$ cat config.mk
export PLATFORM = sky130hd
export DESIGN_NAME = nand_cmd_seq
export DESIGN_NICKNAME = d
export VERILOG_FILES = /design/src/rtl/nseq_pkg.sv /design/src/rtl/nseq_decode.sv /design/src/rtl/nseq_addr.sv /design/src/rtl/nseq_resp.sv /design/src/rtl/nand_cmd_seq.sv
export SDC_FILE = /design/constraint.sdc
export NUM_CORES = 1
export LEC_CHECK = 0
export BUFFER_PORTS_ARGS = -buffer_cell sky130_fd_sc_hd__buf_2
export CAP_MARGIN = 20
export CORE_ASPECT_RATIO = 1.5
export CORE_MARGIN = 1.5
export CORE_UTILIZATION = 43
export CTS_BUF_LIST = sky130_fd_sc_hd__clkbuf_8
export CTS_CLUSTER_SIZE = 14
export DETAILED_ROUTE_END_ITERATION = 6
export PLACE_DENSITY = 0.64
export SLEW_MARGIN = 20
export SYNTH_ARGS = -nofsm -noshare
export SYNTH_HDL_FRONTEND = slang
export SYNTH_SLANG_ARGS = --single-unit
$ cat constraint.sdc
create_clock -name clk -period 2.23 [get_ports clk]
set_clock_uncertainty 0.05 [all_clocks]
set_input_delay 0 -clock clk [delete_from_list [all_inputs] [get_ports clk]]
set_output_delay 0 -clock clk [all_outputs]
set_load 0.1 [all_outputs]
$ cat src/rtl/nseq_pkg.sv
package nseq_pkg;

   // opcode values seen on the bus
   localparam logic [7:0] OP_RD_A   = 8'h00;
   localparam logic [7:0] OP_RD_B   = 8'h01;
   localparam logic [7:0] OP_RD_SP  = 8'h50;
   localparam logic [7:0] OP_IDENT  = 8'h90;
   localparam logic [7:0] OP_STAT   = 8'h70;
   localparam logic [7:0] OP_RST    = 8'hFF;
   localparam logic [7:0] OP_PSETUP = 8'h80;
   localparam logic [7:0] OP_PCONF  = 8'h10;
   localparam logic [7:0] OP_ESETUP = 8'h60;
   localparam logic [7:0] OP_ECONF  = 8'hD0;

   localparam int ID_LEN = 4;
   localparam logic [7:0] ID_GEOM_SMALL = 8'hC0;

   typedef enum logic [3:0] {
      K_READ, K_IDENT, K_STAT, K_RESET, K_PSETUP,
      K_PCONF, K_ESETUP, K_ECONF, K_BAD
   } kind_e;

   typedef enum logic [1:0] {
      COL_ZERO, COL_HALF, COL_SPARE
   } colsel_e;

endpackage

$ cat src/rtl/nseq_decode.sv
module nseq_decode
   import nseq_pkg::*;
(
   input  logic [7:0] op,
   output kind_e      kind,
   output colsel_e    colsel
);

   always_comb begin
      kind   = K_BAD;
      colsel = COL_ZERO;
      unique case (op)
         OP_RD_A:   kind = K_READ;
         OP_RD_B:   begin kind = K_READ; colsel = COL_HALF;  end
         OP_RD_SP:  begin kind = K_READ; colsel = COL_SPARE; end
         OP_IDENT:  kind = K_IDENT;
         OP_STAT:   kind = K_STAT;
         OP_RST:    kind = K_RESET;
         OP_PSETUP: kind = K_PSETUP;
         OP_PCONF:  kind = K_PCONF;
         OP_ESETUP: kind = K_ESETUP;
         OP_ECONF:  kind = K_ECONF;
         default:   kind = K_BAD;
      endcase
   end

endmodule

$ cat src/rtl/nseq_addr.sv
module nseq_addr #(
   parameter int ADDR_CYC = 3,
   localparam int ADDR_W = ADDR_CYC * 8,
   localparam int CNT_W  = $clog2(ADDR_CYC + 1)
) (
   input  logic              clk,
   input  logic              rst_n,
   input  logic              clr,
   input  logic              take,
   input  logic [7:0]        din,
   output logic [ADDR_W-1:0] addr_q,
   output logic [ADDR_W-1:0] addr_nx,
   output logic              first,
   output logic              last
);

   logic [CNT_W-1:0] cnt_q;

   // one lane per address cycle; lane i is written by the i-th byte
   for (genvar i = 0; i < ADDR_CYC; i++) begin : g_lane
      assign addr_nx[i*8 +: 8] = (take && cnt_q == CNT_W'(i)) ? din
                                                              : addr_q[i*8 +: 8];
   end

   assign first = take && (cnt_q == '0);
   assign last  = take && (cnt_q == CNT_W'(ADDR_CYC - 1));

   always_ff @(posedge clk or negedge rst_n) begin
      if (!rst_n) begin
         addr_q <= '0;
         cnt_q  <= '0;
      end else if (clr) begin
         addr_q <= '0;
         cnt_q  <= '0;
      end else if (take) begin
         addr_q <= addr_nx;
         if (cnt_q < CNT_W'(ADDR_CYC))
            cnt_q <= cnt_q + 1'b1;
      end
   end

endmodule

$ cat src/rtl/nseq_resp.sv
module nseq_resp #(
   parameter int DEPTH = 4,
   localparam int PTR_W = $clog2(DEPTH + 1),
   localparam int IDX_W = (DEPTH > 1) ? $clog2(DEPTH) : 1
) (
   input  logic               clk,
   input  logic               rst_n,
   input  logic               clear,
   input  logic               load,
   input  logic [PTR_W-1:0]   load_len,
   input  logic [DEPTH*8-1:0] load_data,
   input  logic               pop,
   output logic [7:0]         dout
);

   logic [7:0]       mem [DEPTH];
   logic [PTR_W-1:0] len_q;
   logic [PTR_W-1:0] ptr_q;

   for (genvar i = 0; i < DEPTH; i++) begin : g_slot
      always_ff @(posedge clk or negedge rst_n) begin
         if (!rst_n)
            mem[i] <= '0;
         else if (load)
            mem[i] <= load_data[i*8 +: 8];
      end
   end

   always_ff @(posedge clk or negedge rst_n) begin
      if (!rst_n) begin
         len_q <= '0;
         ptr_q <= '0;
         dout  <= '0;
      end else if (load) begin
         len_q <= load_len;
         ptr_q <= '0;
      end else if (clear) begin
         len_q <= '0;
         ptr_q <= '0;
      end else if (pop) begin
         if (ptr_q < len_q) begin
            dout  <= mem[ptr_q[IDX_W-1:0]];
            ptr_q <= ptr_q + 1'b1;
         end else begin
            dout <= '0;
         end
      end
   end

endmodule

$ cat src/rtl/nand_cmd_seq.sv
module nand_cmd_seq
   import nseq_pkg::*;
#(
   parameter int         PAGE_BYTES = 512,
   parameter int         ADDR_CYC   = 3,
   parameter int         RESP_DEPTH = 4,
   parameter logic [7:0] MFR_ID     = 8'h5A,
   parameter logic [7:0] DEV_ID     = 8'h66,
   parameter logic [7:0] FILL_BYTE  = 8'h3C,
   localparam int ADDR_W = ADDR_CYC * 8,
   localparam int PAGE_W = ADDR_W - 8,
   localparam int COL_W  = $clog2(PAGE_BYTES + 256),
   localparam int PTR_W  = $clog2(RESP_DEPTH + 1)
) (
   input  logic              clk,
   input  logic              rst_n,
   input  logic              ce_n,
   input  logic              cle,
   input  logic              ale,
   input  logic              wp_n,
   input  logic              we,
   input  logic              re,
   input  logic [7:0]        din,
   output logic [7:0]        dout,
   output logic              rd_req,
   output logic [PAGE_W-1:0] rd_page,
   output logic [COL_W-1:0]  rd_col,
   output logic              prog_req,
   output logic [ADDR_W-1:0] prog_addr,
   output logic              erase_req,
   output logic [ADDR_W-1:0] erase_addr,
   output logic              bad_opcode
);

   // elaboration checks on the parameter set
   if (PAGE_BYTES != 256 && PAGE_BYTES != 512) begin : g_bad_page
      $error("nand_cmd_seq: PAGE_BYTES must be 256 or 512");
   end
   if (ADDR_CYC < 2 || ADDR_CYC > 4) begin : g_bad_cyc
      $error("nand_cmd_seq: ADDR_CYC must be 2..4");
   end
   if (RESP_DEPTH < ID_LEN) begin : g_bad_depth
      $error("nand_cmd_seq: RESP_DEPTH must hold the ID response");
   end

   kind_e   kind;
   colsel_e colsel;
   kind_e   cmd_q;
   logic [COL_W-1:0] base_q;
   logic [COL_W-1:0] base_sel;

   logic cmd_strobe, accepted, addr_take;
   logic [ADDR_W-1:0] addr_q, addr_nx;
   logic addr_first, addr_last;

   logic                    resp_load;
   logic [PTR_W-1:0]        resp_len;
   logic [RESP_DEPTH*8-1:0] resp_data;
   logic [RESP_DEPTH*8-1:0] id_image;
   logic [7:0]              stat_byte;

   assign cmd_strobe = we && !ce_n && cle;
   assign accepted   = cmd_strobe && (kind != K_BAD);
   assign addr_take  = we && ale && !cle;

   nseq_decode u_dec (
      .op     (din),
      .kind   (kind),
      .colsel (colsel)
   );

   nseq_addr #(.ADDR_CYC(ADDR_CYC)) u_addr (
      .clk     (clk),
      .rst_n   (rst_n),
      .clr     (accepted),
      .take    (addr_take),
      .din     (din),
      .addr_q  (addr_q),
      .addr_nx (addr_nx),
      .first   (addr_first),
      .last    (addr_last)
   );

   // column origin selected by the read opcode variant
   always_comb begin
      unique case (colsel)
         COL_HALF:  base_sel = COL_W'(256);
         COL_SPARE: base_sel = COL_W'(PAGE_BYTES);
         default:   base_sel = '0;
      endcase
   end

   // identification image, padded to the buffer depth
   for (genvar i = 0; i < RESP_DEPTH; i++) begin : g_id
      if (i == 0) begin : g_b0
         assign id_image[i*8 +: 8] = MFR_ID;
      end else if (i == 1) begin : g_b1
         assign id_image[i*8 +: 8] = DEV_ID;
      end else if (i == 2) begin : g_b2
         assign id_image[i*8 +: 8] = FILL_BYTE;
      end else if (i == 3) begin : g_b3
         assign id_image[i*8 +: 8] = ID_GEOM_SMALL;
      end else begin : g_pad
         assign id_image[i*8 +: 8] = 8'h00;
      end
   end

   // bit7 protect level, bit6 ready, bit0 error
   assign stat_byte = {wp_n, 1'b1, 5'b0, 1'b0};

   always_comb begin
      resp_load = 1'b0;
      resp_len  = '0;
      resp_data = '0;
      if (accepted && kind == K_STAT) begin
         resp_load          = 1'b1;
         resp_len           = PTR_W'(1);
         resp_data[7:0]     = stat_byte;
      end else if (addr_first && cmd_q == K_IDENT) begin
         resp_load = 1'b1;
         resp_len  = PTR_W'(ID_LEN);
         resp_data = id_image;
      end
   end

   nseq_resp #(.DEPTH(RESP_DEPTH)) u_resp (
      .clk       (clk),
      .rst_n     (rst_n),
      .clear     (accepted),
      .load      (resp_load),
      .load_len  (resp_len),
      .load_data (resp_data),
      .pop       (re && !ce_n),
      .dout      (dout)
   );

   // command register and column origin
   always_ff @(posedge clk or negedge rst_n) begin
      if (!rst_n) begin
         cmd_q  <= K_READ;
         base_q <= '0;
      end else if (accepted) begin
         if (kind == K_RESET) begin
            cmd_q  <= K_READ;
            base_q <= '0;
         end else begin
            cmd_q <= kind;
            if (kind == K_READ)
               base_q <= base_sel;
         end
      end else if (addr_last && cmd_q == K_READ) begin
         base_q <= '0;
      end
   end

   // request pulses
   always_ff @(posedge clk or negedge rst_n) begin
      if (!rst_n) begin
         rd_req     <= 1'b0;
         rd_page    <= '0;
         rd_col     <= '0;
         prog_req   <= 1'b0;
         prog_addr  <= '0;
         erase_req  <= 1'b0;
         erase_addr <= '0;
         bad_opcode <= 1'b0;
      end else begin
         rd_req     <= 1'b0;
         prog_req   <= 1'b0;
         erase_req  <= 1'b0;
         bad_opcode <= cmd_strobe && (kind == K_BAD);
         if (addr_last && cmd_q == K_READ) begin
            rd_req  <= 1'b1;
            rd_page <= addr_nx[ADDR_W-1:8];
            rd_col  <= base_q + COL_W'(addr_nx[7:0]);
         end
         if (accepted && kind == K_PCONF && wp_n) begin
            prog_req  <= 1'b1;
            prog_addr <= addr_q;
         end
         if (accepted && kind == K_ECONF && wp_n) begin
            erase_req  <= 1'b1;
            erase_addr <= {addr_q[ADDR_W-9:0], 8'h00};
         end
      end
   end

endmodule

==> results.env <==
SYNTH.TOP_CELL.AREA_SHARE_PCT=57.5
WIRELENGTH_UM=11600
SETUP.WORST_PATH.CLASS='in -> reg'
DRCVIOLATIONCOUNT=0
SYNTH_WARNINGS=0
TIMING.CRITICAL_PATH.SLOWEST_CELL_DELAY_NS=0.58
WORST-SLEW-PIN-TRANSITION_NS=0.544
GLOBAL_ROUTE.OVERFLOW_TOTAL=0
BUFFER_PORTS.INSERTED=92
RUN_STATUS='completed'
WORSTPATHARRIVAL_NS=2.47
DIE-HEIGHT_UM=135
DPL.HPWL_UM=8130
P_LEAK_nW=3.34
HOLD_CLASS='in -> reg'
CLOCK_SINKS=115
FRACTION_OF_FINAL_LAYOUT_CELLS_WITH_DRIVE_STRENGTH_GREATER_THAN_1_PCT=37.6
GP_CONGESTION=0.881
CAP_VIOLATIONS=0
AVGROUTEDWIREPERCELL_UM=16.4
SYNTH_ASYNC_SR_FLOP_SHARE_PCT=100
PERIOD_MINUS_SLACK_NS=2.20
SYNTHTOLAYOUTAREAGROWTH_PCT=25.3
SYNTH.DISTINCT_CELLS=52
FINAL_MAX_TRAN_VIOLS=0
CORE_AREA_UM2=11400
PART_OF_THE_YOSYS_AREA_USED_FOR_SEQUENTIAL_ELEMENTS_PCT=57.5
ANT_NETS=0
POWER-PER-CELL-AREA_nW_PER_UM2=1160
DETAIL_ROUTE.FIRST_PASS.ITERATIONS=4
SYNTH.AVG_CELL_AREA_UM2=12.0
CRIT_SLOWEST_CELL='sky130_fd_sc_hd__or4_4'
SYNTH-COMPOUND-AREA-SHARE_PCT=7.33
POST_SYNTH_INST_COUNT=418
MAX_CLOCK_FREQ_MHz=454
SYNTH-ADDER-AREA-SHARE_PCT=1.50
CLOCK_LATENCY_REPORTED_FOR_THE_LATE_SIDE_OF_THE_WORST_SKEW_PAIR_NS=0.44
GRT_USAGE_PCT=19.8
WORSTPATHCELLLIST='dlygate4sd3_1, buf_2, or4_4, nor3_4, o211ai_2, nor3b_4, buf_6, buf_12, mux2_2'
YOSYS.AREA.TOP_TYPE='sky130_fd_sc_hd__dfrtp_1'
CTS_INSERTED_BUFFERS=17
PLACE_INST=661
MUXSHAREOFSYNTHAREA_PCT=15.6
CLK_TRANSITION_REPORTED_PATHS_NS=0.07
VIAS_IN_THE_FIRST_GLOBAL_ROUTE=3602
WORST_EP_REQUIRED_TIME_NS=2.50
CLOCK-ROOT-BUFFER='sky130_fd_sc_hd__clkbuf_8'
POSTSYNTH.TOPFLOPCELL='sky130_fd_sc_hd__dfrtp_1'
DIE_AREA_UM2=12300
YOSYS-TOP-CELLS-COUNT='sky130_fd_sc_hd__dfrtp_1, sky130_fd_sc_hd__nand2_1, sky130_fd_sc_hd__nor2_1'
DIE_WIDTH_UM=91.1
FINALHOLDWORSTSLACK_NS=0.0456
HOLD_VIOLATIONS=0
CLOCK_TREE.BUFFER_DEPTH=2
SYNTH-EDFF-COUNT=0
CTS_MAX_LEVEL=4
FIN_TOTAL_PWR_mW=7.30
VIAS_PER_CELL=5.05
DETAILROUTE.VIA_COUNT=3576
ANTENNA-DIODE-COUNT=0
TIMING.CRITICAL_PATH.FANOUT_MAX=8
INITIAL_CORE_UTIL_PCT=43.9
PIN_COUNT_OF_THE_BIGGEST_NET_ENTERING_GLOBAL_ROUTING=58
MAPPEDNETLISTAREA_UM2=5000
SYNTH_MOST_COMMON_CELL='sky130_fd_sc_hd__dfrtp_1'
CLOCK_TREE_FROM_TRITONCTS='done'
FILLER_CELL_COUNT=1011
GLOBAL_ROUTE_WIRE_LENGTH_BEFORE_REPAIR_UM=18500
PORTS=102
NNETSFINAL=567
FINALSETUPVIOLATIONS=0
SYNTH_TOP_FAMILY_BY_AREA='multiplexers'
SYNTH-SIMPLE-AREA-SHARE_PCT=12.2
DRC_MARKER_COUNT_FROM_THE_FIRST_DETAILED_ROUTE_ITERATION=274
YS_TOP_CELLS_BY_AREA='sky130_fd_sc_hd__dfrtp_1, sky130_fd_sc_hd__mux2_2, sky130_fd_sc_hd__mux2_4, sky130_fd_sc_hd__nand2_1, sky130_fd_sc_hd__mux2i_1'
GRT_ANTENNA_BEFORE_REPAIR=0
TIMING.SLEW.HEADROOM_PCT=63.4
FP-ROW-COUNT=48
IRDROPWORSTVDD_uV=558
WORST_SETUP_PATH_END_KIND='register'
FINAL_MIN_PERIOD_OVER_CLOCK_PERIOD_PCT=98.8
FINALNONFILLERCELLS=708
STARTPOINT_TYPE='input pin'
SYNTH_SEQ_CELLS=115
POST_SYNTH_XOR_AREA_FRACTION_PCT=0.875
## worst max-delay path, delay by kind of cell
family                 cells  cell delay, ns
muxes                      1            0.33
and+or+nand+nor            3            1.00
AOI/OAI and AO/OA          1            0.13
buffers and inverters      4            1.00
## logic make-up (layout without fill, tap and decap cells)
family,count (synthesis),after routing
other cells,1,9
fa+ha+maj,6,6
buf+inv,43,175
flops,115,115
mux,65,65
xor+xnor,5,5
simple gates,126,126
compound gates,57,57
## final timing paths
path | to | slack (ns) | from | cells past startpoint
worst max-delay path | prog_addr[0] | 0.03 | din[2] | 9
worst max register to register | u_resp.dout[7] | 0.21 | u_resp.ptr_q[1] | 5
worst min register to register | rd_col[7] | 0.43 | rd_col[7] | 2
min in group asynchronous | u_addr.addr_q[21] | 0.06 | rst_n | 3
max in group asynchronous | prog_req | 1.70 | rst_n | 3
worst min-delay path | u_addr.addr_q[19] | 0.05 | din[3] | 4
## layout by cell type, fill, tap and decap left out, drive strengths merged, types with 3 or more instances in the layout
master       count
and3             3
dfrtp          115
mux2i           17
nor3            10
xnor2            3
dlygate4sd3     10
or3              3
inv             12
nor2b            5
nand2           46
o21ai           27
a21oi           12
buf            120
conb             9
clkbuf          21
nor2            37
a32o             5
mux2            48
nand2b           3
clkinv           5
nand3            7
clkinvlp         6
ha               6
## final cells by class
type	count	area, um2	share of cell area [%]
sequential	115	2880	45.9
timing repair buffer	131	856	13.6
clock inverter	12	108	1.72
multi-input combinational	268	1920	30.6
clock buffer	20	275	4.39
tap	150	188	2.99
inverter	12	45.0	0.718
## registers in the layout, indices dropped and copies added (netlist names)
register and count:
base_q 2, cmd_q 4, u_resp.len_q 2, u_resp.dout 5
prog_req 1, rd_page 16, bad_opcode 1, u_resp.mem 3
erase_req 1, u_addr.cnt_q 2, erase_addr 16, u_resp.ptr_q 3
u_addr.addr_q 24, rd_col 10, rd_req 1, prog_addr 24
## metal layers
metal  wire length [um]  vias to the layer above  track usage [%]
met5                  0                        -                0
met4                291                        0             8.51
met3                513                       21             5.56
met2               6140                      101             34.4
met1               4690                     1772             22.8
li1                   -                     1682                -
## report_power, final
part	leakage [nW]	switching [mW]	internal (mW)	total, mW
combinational	1.63	2.09	0.532	2.62
sequential	1.53	0.310	2.54	2.85
clock	0.179	0.860	0.962	1.82
total	3.34	3.26	4.04	7.30
## repair_timing
action / CTS / global route
endpoints found under the setup margin: 0 / 27
buffers inserted: 0 / 3
resized for setup: 0 / 4
hold endpoints to repair: 138 / 0
hold buffers: 11 / 0
## metrics by stage
stage          util, %  worst slack (ns)  cell area [um2]  setup TNS, ns
2_1_floorplan        -             0.118             5030              0
3_3_place_gp      50.0             0.167             5700              0
3_5_place_dp      50.0             0.128             5700              0
4_1_cts           54.4            0.0276             6210              0
5_1_grt           55.0           -0.0157             6270         -0.108
6_report          55.0            0.0275             6270              0
Note: power is estimated with default switching activity, not from simulation.
